**config.mk**
```make
export PLATFORM = sky130hd
export DESIGN_NAME = fsbb_pwm
export DESIGN_NICKNAME = d
export VERILOG_FILES = /design/src/rtl/fsbb_pkg.sv /design/src/rtl/fsbb_carrier.sv /design/src/rtl/fsbb_duty_latch.sv /design/src/rtl/fsbb_leg.sv /design/src/rtl/fsbb_pwm.sv
export SDC_FILE = /design/constraint.sdc
export NUM_CORES = 1
export LEC_CHECK = 0
export BUFFER_PORTS_ARGS = -buffer_cell sky130_fd_sc_hd__clkbuf_2
export CAP_MARGIN = 30
export CELL_PAD_IN_SITES_DETAIL_PLACEMENT = 2
export CELL_PAD_IN_SITES_GLOBAL_PLACEMENT = 2
export CORE_AREA = 2 2 86 105
export DETAILED_ROUTE_END_ITERATION = 8
export DIE_AREA = 0 0 88 107
export PLACE_DENSITY = 0.77
export SLEW_MARGIN = 10
export SYNTH_ARGS = -nofsm -noshare
export SYNTH_HDL_FRONTEND = slang
export SYNTH_SLANG_ARGS = --single-unit
```
**constraint.sdc**
```tcl
create_clock -name clk -period 1.9 [get_ports clk]
set_input_delay 0 -clock clk [delete_from_list [all_inputs] [get_ports clk]]
set_output_delay 0 -clock clk [all_outputs]
set_load 0.005 [all_outputs]
```
**src/rtl/fsbb_pkg.sv**
```systemverilog
package fsbb_pkg;

    typedef enum logic [1:0] {
        RGN_BUCK  = 2'd0,
        RGN_BOOST = 2'd1,
        RGN_PASS  = 2'd2,
        RGN_PASS2 = 2'd3
    } rgn_e;

    typedef enum logic [2:0] {
        LEG_IDLE,
        LEG_HI_WAIT,
        LEG_HI_ON,
        LEG_LO_WAIT,
        LEG_LO_ON
    } leg_st_e;

    typedef enum logic {
        CTL_RUN,
        CTL_HOLD
    } ctl_st_e;

endpackage

```
**src/rtl/fsbb_carrier.sv**
```systemverilog
module fsbb_carrier #(
    parameter int CNT_W  = 8,
    parameter int DITH_W = 1,
    parameter int PH_W   = 1
) (
    input  logic             clk,
    input  logic             rst_n,
    input  logic             clr,
    output logic [CNT_W-1:0] cnt,
    output logic             wrap,
    output logic [PH_W-1:0]  phase
);

    always_ff @(posedge clk or negedge rst_n) begin
        if (!rst_n) begin
            cnt <= '0;
        end else if (clr) begin
            cnt <= '0;
        end else begin
            cnt <= cnt + 1'b1;
        end
    end

    assign wrap = &cnt;

    generate
        if (DITH_W > 0) begin : g_phase
            always_ff @(posedge clk or negedge rst_n) begin
                if (!rst_n) begin
                    phase <= '0;
                end else if (clr) begin
                    phase <= '0;
                end else if (wrap) begin
                    phase <= phase + 1'b1;
                end
            end
        end else begin : g_no_phase
            assign phase = '0;
        end
    endgenerate

endmodule

```
**src/rtl/fsbb_duty_latch.sv**
```systemverilog
module fsbb_duty_latch
    import fsbb_pkg::*;
#(
    parameter int DUTY_W = 9,
    parameter int DITH_W = 1,
    parameter int CNT_W  = 8,
    parameter int PH_W   = 1
) (
    input  logic              clk,
    input  logic              rst_n,
    input  logic              clr,
    input  logic              load,
    input  logic [DUTY_W-1:0] duty,
    input  logic [1:0]        region,
    input  logic [PH_W-1:0]   phase,
    output logic [CNT_W:0]    cmp,
    output rgn_e              rgn
);

    localparam int CMP_W = CNT_W + 1;

    logic [CNT_W:0] cmp_d;

    generate
        if (DITH_W > 0) begin : g_dither
            logic extra;
            assign extra = (phase < duty[DITH_W-1:0]);
            assign cmp_d = {1'b0, duty[DUTY_W-1:DITH_W]} + CMP_W'(extra);
        end else begin : g_plain
            logic unused_phase;
            assign unused_phase = ^phase;
            assign cmp_d = {1'b0, duty};
        end
    endgenerate

    always_ff @(posedge clk or negedge rst_n) begin
        if (!rst_n) begin
            cmp <= '0;
            rgn <= RGN_BUCK;
        end else if (clr) begin
            cmp <= '0;
            rgn <= RGN_BUCK;
        end else if (load) begin
            cmp <= cmp_d;
            rgn <= rgn_e'(region);
        end
    end

endmodule

```
**src/rtl/fsbb_leg.sv**
```systemverilog
module fsbb_leg
    import fsbb_pkg::*;
#(
    parameter int DT_W = 3
) (
    input  logic            clk,
    input  logic            rst_n,
    input  logic            halt,
    input  logic            demand,
    input  logic [DT_W-1:0] dt_on,
    input  logic [DT_W-1:0] dt_off,
    output logic            hs,
    output logic            ls
);

    leg_st_e         st_q, st_d;
    logic [DT_W-1:0] tmr_q, tmr_d;
    logic            tmr_done;

    assign tmr_done = (tmr_q <= DT_W'(1));

    // next state and dead-time timer
    always_comb begin
        st_d  = st_q;
        tmr_d = tmr_q;
        if (halt) begin
            st_d  = LEG_IDLE;
            tmr_d = '0;
        end else begin
            unique case (st_q)
                LEG_IDLE: begin
                    if (demand) begin
                        st_d  = LEG_HI_WAIT;
                        tmr_d = dt_on;
                    end else begin
                        st_d  = LEG_LO_WAIT;
                        tmr_d = dt_off;
                    end
                end
                LEG_HI_WAIT: begin
                    if (!demand) begin
                        st_d  = LEG_LO_WAIT;
                        tmr_d = dt_off;
                    end else if (tmr_done) begin
                        st_d = LEG_HI_ON;
                    end else begin
                        tmr_d = tmr_q - 1'b1;
                    end
                end
                LEG_HI_ON: begin
                    if (!demand) begin
                        st_d  = LEG_LO_WAIT;
                        tmr_d = dt_off;
                    end
                end
                LEG_LO_WAIT: begin
                    if (demand) begin
                        st_d  = LEG_HI_WAIT;
                        tmr_d = dt_on;
                    end else if (tmr_done) begin
                        st_d = LEG_LO_ON;
                    end else begin
                        tmr_d = tmr_q - 1'b1;
                    end
                end
                LEG_LO_ON: begin
                    if (demand) begin
                        st_d  = LEG_HI_WAIT;
                        tmr_d = dt_on;
                    end
                end
                default: begin
                    st_d  = LEG_IDLE;
                    tmr_d = '0;
                end
            endcase
        end
    end

    // state register
    always_ff @(posedge clk or negedge rst_n) begin
        if (!rst_n) begin
            st_q  <= LEG_IDLE;
            tmr_q <= '0;
        end else begin
            st_q  <= st_d;
            tmr_q <= tmr_d;
        end
    end

    // outputs decoded from the registered state
    always_comb begin
        hs = 1'b0;
        ls = 1'b0;
        unique case (st_q)
            LEG_HI_ON: hs = 1'b1;
            LEG_LO_ON: ls = 1'b1;
            default: begin
                hs = 1'b0;
                ls = 1'b0;
            end
        endcase
    end

endmodule

```
**src/rtl/fsbb_pwm.sv**
```systemverilog
module fsbb_pwm
    import fsbb_pkg::*;
#(
    parameter int DUTY_W = 9,
    parameter int DITH_W = 1,
    parameter int DT_W   = 3
) (
    input  logic              clk,
    input  logic              rst_n,
    input  logic              soft_rst,
    input  logic              open_loop_sel,
    input  logic [DUTY_W-1:0] loop_duty,
    input  logic [DUTY_W-1:0] ol_duty,
    input  logic [1:0]        region,
    input  logic [DT_W-1:0]   dt_on,
    input  logic [DT_W-1:0]   dt_off,
    output logic              buck_hs,
    output logic              buck_ls,
    output logic              boost_hs,
    output logic              boost_ls
);

    localparam int CNT_W  = DUTY_W - DITH_W;
    localparam int PH_W   = (DITH_W > 0) ? DITH_W : 1;
    localparam int N_LEGS = 2;

    ctl_st_e           ctl_q, ctl_d;
    logic              ol_mode_q;
    logic              halt;
    logic [DUTY_W-1:0] duty_sel;
    logic [CNT_W-1:0]  cnt;
    logic              wrap;
    logic [PH_W-1:0]   phase;
    logic [CNT_W:0]    cmp;
    rgn_e              rgn;
    logic              pwm;
    logic [N_LEGS-1:0] dem;
    logic [N_LEGS-1:0] hs;
    logic [N_LEGS-1:0] ls;

    // soft-reset control state machine
    always_comb begin
        ctl_d = ctl_q;
        unique case (ctl_q)
            CTL_RUN:  if (soft_rst)  ctl_d = CTL_HOLD;
            CTL_HOLD: if (!soft_rst) ctl_d = CTL_RUN;
            default:  ctl_d = CTL_RUN;
        endcase
    end

    always_ff @(posedge clk or negedge rst_n) begin
        if (!rst_n) begin
            ctl_q     <= CTL_RUN;
            ol_mode_q <= 1'b0;
        end else begin
            ctl_q <= ctl_d;
            if (ctl_q == CTL_HOLD && !soft_rst) begin
                ol_mode_q <= open_loop_sel;
            end
        end
    end

    assign halt     = soft_rst | (ctl_q == CTL_HOLD);
    assign duty_sel = ol_mode_q ? ol_duty : loop_duty;

    fsbb_carrier #(
        .CNT_W  (CNT_W),
        .DITH_W (DITH_W),
        .PH_W   (PH_W)
    ) u_carrier (
        .clk   (clk),
        .rst_n (rst_n),
        .clr   (halt),
        .cnt   (cnt),
        .wrap  (wrap),
        .phase (phase)
    );

    fsbb_duty_latch #(
        .DUTY_W (DUTY_W),
        .DITH_W (DITH_W),
        .CNT_W  (CNT_W),
        .PH_W   (PH_W)
    ) u_latch (
        .clk    (clk),
        .rst_n  (rst_n),
        .clr    (halt),
        .load   (wrap),
        .duty   (duty_sel),
        .region (region),
        .phase  (phase),
        .cmp    (cmp),
        .rgn    (rgn)
    );

    assign pwm    = ({1'b0, cnt} < cmp);
    assign dem[0] = (rgn == RGN_BUCK)  ? pwm : 1'b1;
    assign dem[1] = (rgn == RGN_BOOST) ? pwm : 1'b1;

    generate
        for (genvar g = 0; g < N_LEGS; g++) begin : g_leg
            fsbb_leg #(
                .DT_W (DT_W)
            ) u_leg (
                .clk    (clk),
                .rst_n  (rst_n),
                .halt   (halt),
                .demand (dem[g]),
                .dt_on  (dt_on),
                .dt_off (dt_off),
                .hs     (hs[g]),
                .ls     (ls[g])
            );
        end
    endgenerate

    assign buck_hs  = hs[0];
    assign buck_ls  = ls[0];
    assign boost_hs = hs[1];
    assign boost_ls = ls[1];

endmodule

```
==> run metrics <==
area of the core 8380 um^2; CP Launch Point u_carrier.cnt[7]; type of the setup path with the least slack flip-flop to flip-flop; number of buffers inserted by port buffering 33; Max IR drop VDD 0.000276 V; synth-to-layout area growth 42.7%; data arrival time of the critical path 2.33 ns; Final min period 2.14 ns; unrepaired setup endpoints after global routing yes; setup slack of the critical path after layout -0.242 ns; most instantiated flip-flop cell in the synthesis netlist sky130_fd_sc_hd__dfrtp_1; number of I/O pins 34; die width 88 um; final weighted congestion in routability-driven placement 0.816; slack of the worst reg-to-reg path -0.24 ns; GRT Total Usage 21.0%; remaining max-slew budget at the tightest pin 59.4%; family with the most delay on the worst path compound AO/OA/AOI/OAI gates; Num CTS Buffers 5; share of async-settable or async-resettable flops after synthesis 100%; drt pass-1 iters 4; Final setup violation count 16; Clk Latency, worst-skew pair 0.30 ns; maximum fanout along the worst path 3; critical path depth in cells 7; Root Buffer sky130_fd_sc_hd__clkbuf_8; most repeated library cell on the critical path sky130_fd_sc_hd__a221o_1; post-detailed-route DRC marker count 0; number of nets at the end of the flow 427; Die Footprint 9420 um^2; power density relative to cell area 583 nW/um^2; die outline height 107 um; max cap viols 0; Setup crit start kind flip-flop; number of instances in the synthesized netlist 304; FF-to-FF path depth 7; Reg2Reg Capture Point g_leg[1].u_leg.tmr_q[2]; slew at the pin closest to its max-slew limit 0.609 ns; initial core utilization 31.6%; number of levels the H-tree was split into 2; TritonCTS clock tree done; mean post-synth cell area 8.70 um^2; number of synthesis warnings 0; run status finished, violations left; Fin Clk Skew 0.0108 ns; maximum number of pins on one net before global-route repair 24; Seq cells post-synth 34; WP buf/inv 1; TritonCTS Sinks 34; combined area of all synthesized cells 2640 um^2; Post-Route Hold Slack 0.203 ns; static leakage 1.67 nW; Crit path largest cell delay 0.42 ns; overall overflow remaining after global route 0; maximum achievable frequency 467 MHz; cell type of the slowest stage on the worst timing path sky130_fd_sc_hd__dfrtp_1; ant diodes 0; Vias/cell 5.29; share of post-route cells with drive strength above 1 37.8%; worst setup path endpoint g_leg[1].u_leg.tmr_q[2]; required arrival time at the worst endpoint 2.09 ns; failing checks negative setup slack; antenna violations before repair 0; total via count after detailed routing 2,650; std cell rows 37; global-route wire length before repair 15.4 mm; class of the tightest hold or removal check primary input to flip-flop; number of violations reported at the end of detailed-routing iteration 0 67; number of enable-type register cells in the synthesized netlist 0; antenna-violating nets left 0; proportion of synthesized chip area in sequential cells 32.2%; Detailed Route WL 10.1 mm; HPWL Detailed 6.78 mm; list of cells traversed by the critical path ha_4, nor2_4, nor4_4, inv_2, a221o_1, a221o_1, a22o_1; vias in the first global route 2,978; final hold viol count 0; Yosys cell types 54; clock-pin slew reported for the worst setup and hold paths after clock tree synthesis 0.08 ns; Post-Synthesis Net Count 348; WL per Instance 20.2 um; final period utilization 113%; number of slew-limit violations in the final report 0; maximum count of clock buffers along a single path 2; worst-case setup slack after placement -0.348 ns; R2R Path Start u_carrier.cnt[7]; Sum Neg Setup Slack -1.91 ns; critical path endpoint category flip-flop
==> stage by stage <==
step	instance area [um^2]	util [%]	std cells	power, W
6_report	3770	45.0	501	0.00220
2_1_floorplan	2740	-	304	0.00107
3_3_place_gp	3280	39.1	480	0.00124
4_1_cts	3540	42.3	495	0.00212
3_5_place_dp	3280	39.1	480	0.00126
5_1_grt	3770	45.0	501	0.00230
==> how the worst min path moves through the flow <==
stage / start / to / slack [ns] / depth (start not counted)
2_1_floorplan: rst_n / ctl_q / -0.30 / 0
3_3_place_gp: rst_n / u_latch.cmp[3] / 0.04 / 1
3_5_place_dp: rst_n / u_latch.cmp[3] / 0.03 / 1
4_1_cts: region[0] / u_latch.rgn[0] / 0.005 / 3
5_1_grt: dt_on[0] / g_leg[1].u_leg.tmr_q[0] / 0.26 / 4
6_report: dt_on[0] / g_leg[1].u_leg.tmr_q[0] / 0.20 / 4
==> registers in the layout, summed over array words and instances (netlist names) <==
signal	cells
g_leg.u_leg.tmr_q	6
u_latch.rgn	2
ol_mode_q	1
u_carrier.phase	1
u_latch.cmp	9
ctl_q	1
u_carrier.cnt	8
g_leg.u_leg.st_q	6
==> what timing repair did <==
| item | CTS | global route |
|---|---|---|
| endpoints found under the hold margin | 24 | 1 |
| gates resized for setup | 18 | 32 |
| setup endpoints to repair | 12 | 17 |
| pin swaps | 8 | 14 |
| buffers inserted | 4 | 7 |
| hold buffers | 4 | 1 |
==> layer usage <==
metal	part of all wire, %	up-vias	GRT usage, %
met5	0	-	0
met4	2.6	0	5.05
met3	1.5	13	2.62
met2	56	32	38.4
met1	40	1351	25.7
li1	-	1254	-
==> Yosys cell counts, drive strengths merged, types with 2 or more instances <==
library cell	n	share of area (%)
ha	14	6.6
nor2b	8	2.0
nor3b	4	1.1
buf	5	1.2
o31ai	3	0.85
or3	2	0.47
dfrtp	34	32
a2111oi	2	0.66
nor2	44	6.3
a21oi	20	4.2
nand3	8	1.5
a211oi	5	1.4
and3	2	0.47
mux2i	21	8.0
inv	18	2.6
a221oi	5	1.7
nor4	3	2.1
a21o	2	0.62
a22oi	3	0.85
nand2b	7	1.7
mux2	8	3.4
and2	4	0.99
a31oi	4	0.95
nand2	16	2.3
clkbuf	7	0.99
a221o	2	0.76
xnor2	7	2.3
nor3	11	2.1
xor2	4	1.3
o21ai	12	2.3
a32o	5	1.9
==> worst register-to-register path, stage by stage, from the launching register on <==
cell	delay (ns)
sky130_fd_sc_hd__dfrtp_1	0.42
sky130_fd_sc_hd__ha_4	0.31
sky130_fd_sc_hd__nor2_4	0.04
sky130_fd_sc_hd__nor4_4	0.32
sky130_fd_sc_hd__inv_2	0.11
sky130_fd_sc_hd__a221o_1	0.34
sky130_fd_sc_hd__a221o_1	0.31
sky130_fd_sc_hd__a22o_1	0.19
==> cells in the final DEF, fill, tap and decap left out, drive strengths merged, types with 2 or more instances in the layout <==
master / synthesis / final
nor4: 3 / 3
buf: 5 / 46
nand3: 8 / 8
xor2: 4 / 4
or3: 2 / 2
and2: 4 / 4
a221o: 2 / 2
mux2i: 21 / 21
a21o: 2 / 2
bufinv: 0 / 2
o31ai: 3 / 3
a31oi: 4 / 4
a221oi: 5 / 5
a21oi: 20 / 20
dlygate4sd3: 0 / 5
ha: 14 / 14
and3: 2 / 2
nor3: 11 / 11
nor2b: 8 / 8
inv: 18 / 18
dfrtp: 34 / 34
nor2: 44 / 44
mux2: 8 / 8
a32o: 5 / 5
nand2: 16 / 16
xnor2: 7 / 7
a211oi: 5 / 5
a22oi: 3 / 3
nand2b: 7 / 7
o21ai: 12 / 12
a2111oi: 2 / 2
nor3b: 4 / 4
clkbuf: 7 / 38
==> report_power, final <==
group          switching, W  total [W]  internal (W)  leakage (nW)
Sequential        0.0000361   0.000781      0.000745         0.463
Clock              0.000316   0.000842      0.000526        0.0683
Combinational      0.000307   0.000576      0.000269          1.14
==> kinds of logic after synthesis <==
logic type,share of synthesized area [%]
AND/OR/NAND/NOR,22.5
flip-flops,32.2
adder cells (fa/ha/maj),6.63
XOR/XNOR,3.64
buffers and inverters,4.78
multiplexers,11.4
AO/OA/AOI/OAI,18.9
==> layout make-up <==
class | count | area [um^2]
inverters | 18 | 67.6
well taps | 117 | 146
flip-flops and latches | 34 | 852
multi-input cells | 240 | 2000
clock inverters | 3 | 68.8
fillers | 933 | 4610
clock buffers | 5 | 68.8
repair buffers | 84 | 572
Power figures use the tool's default switching activity.
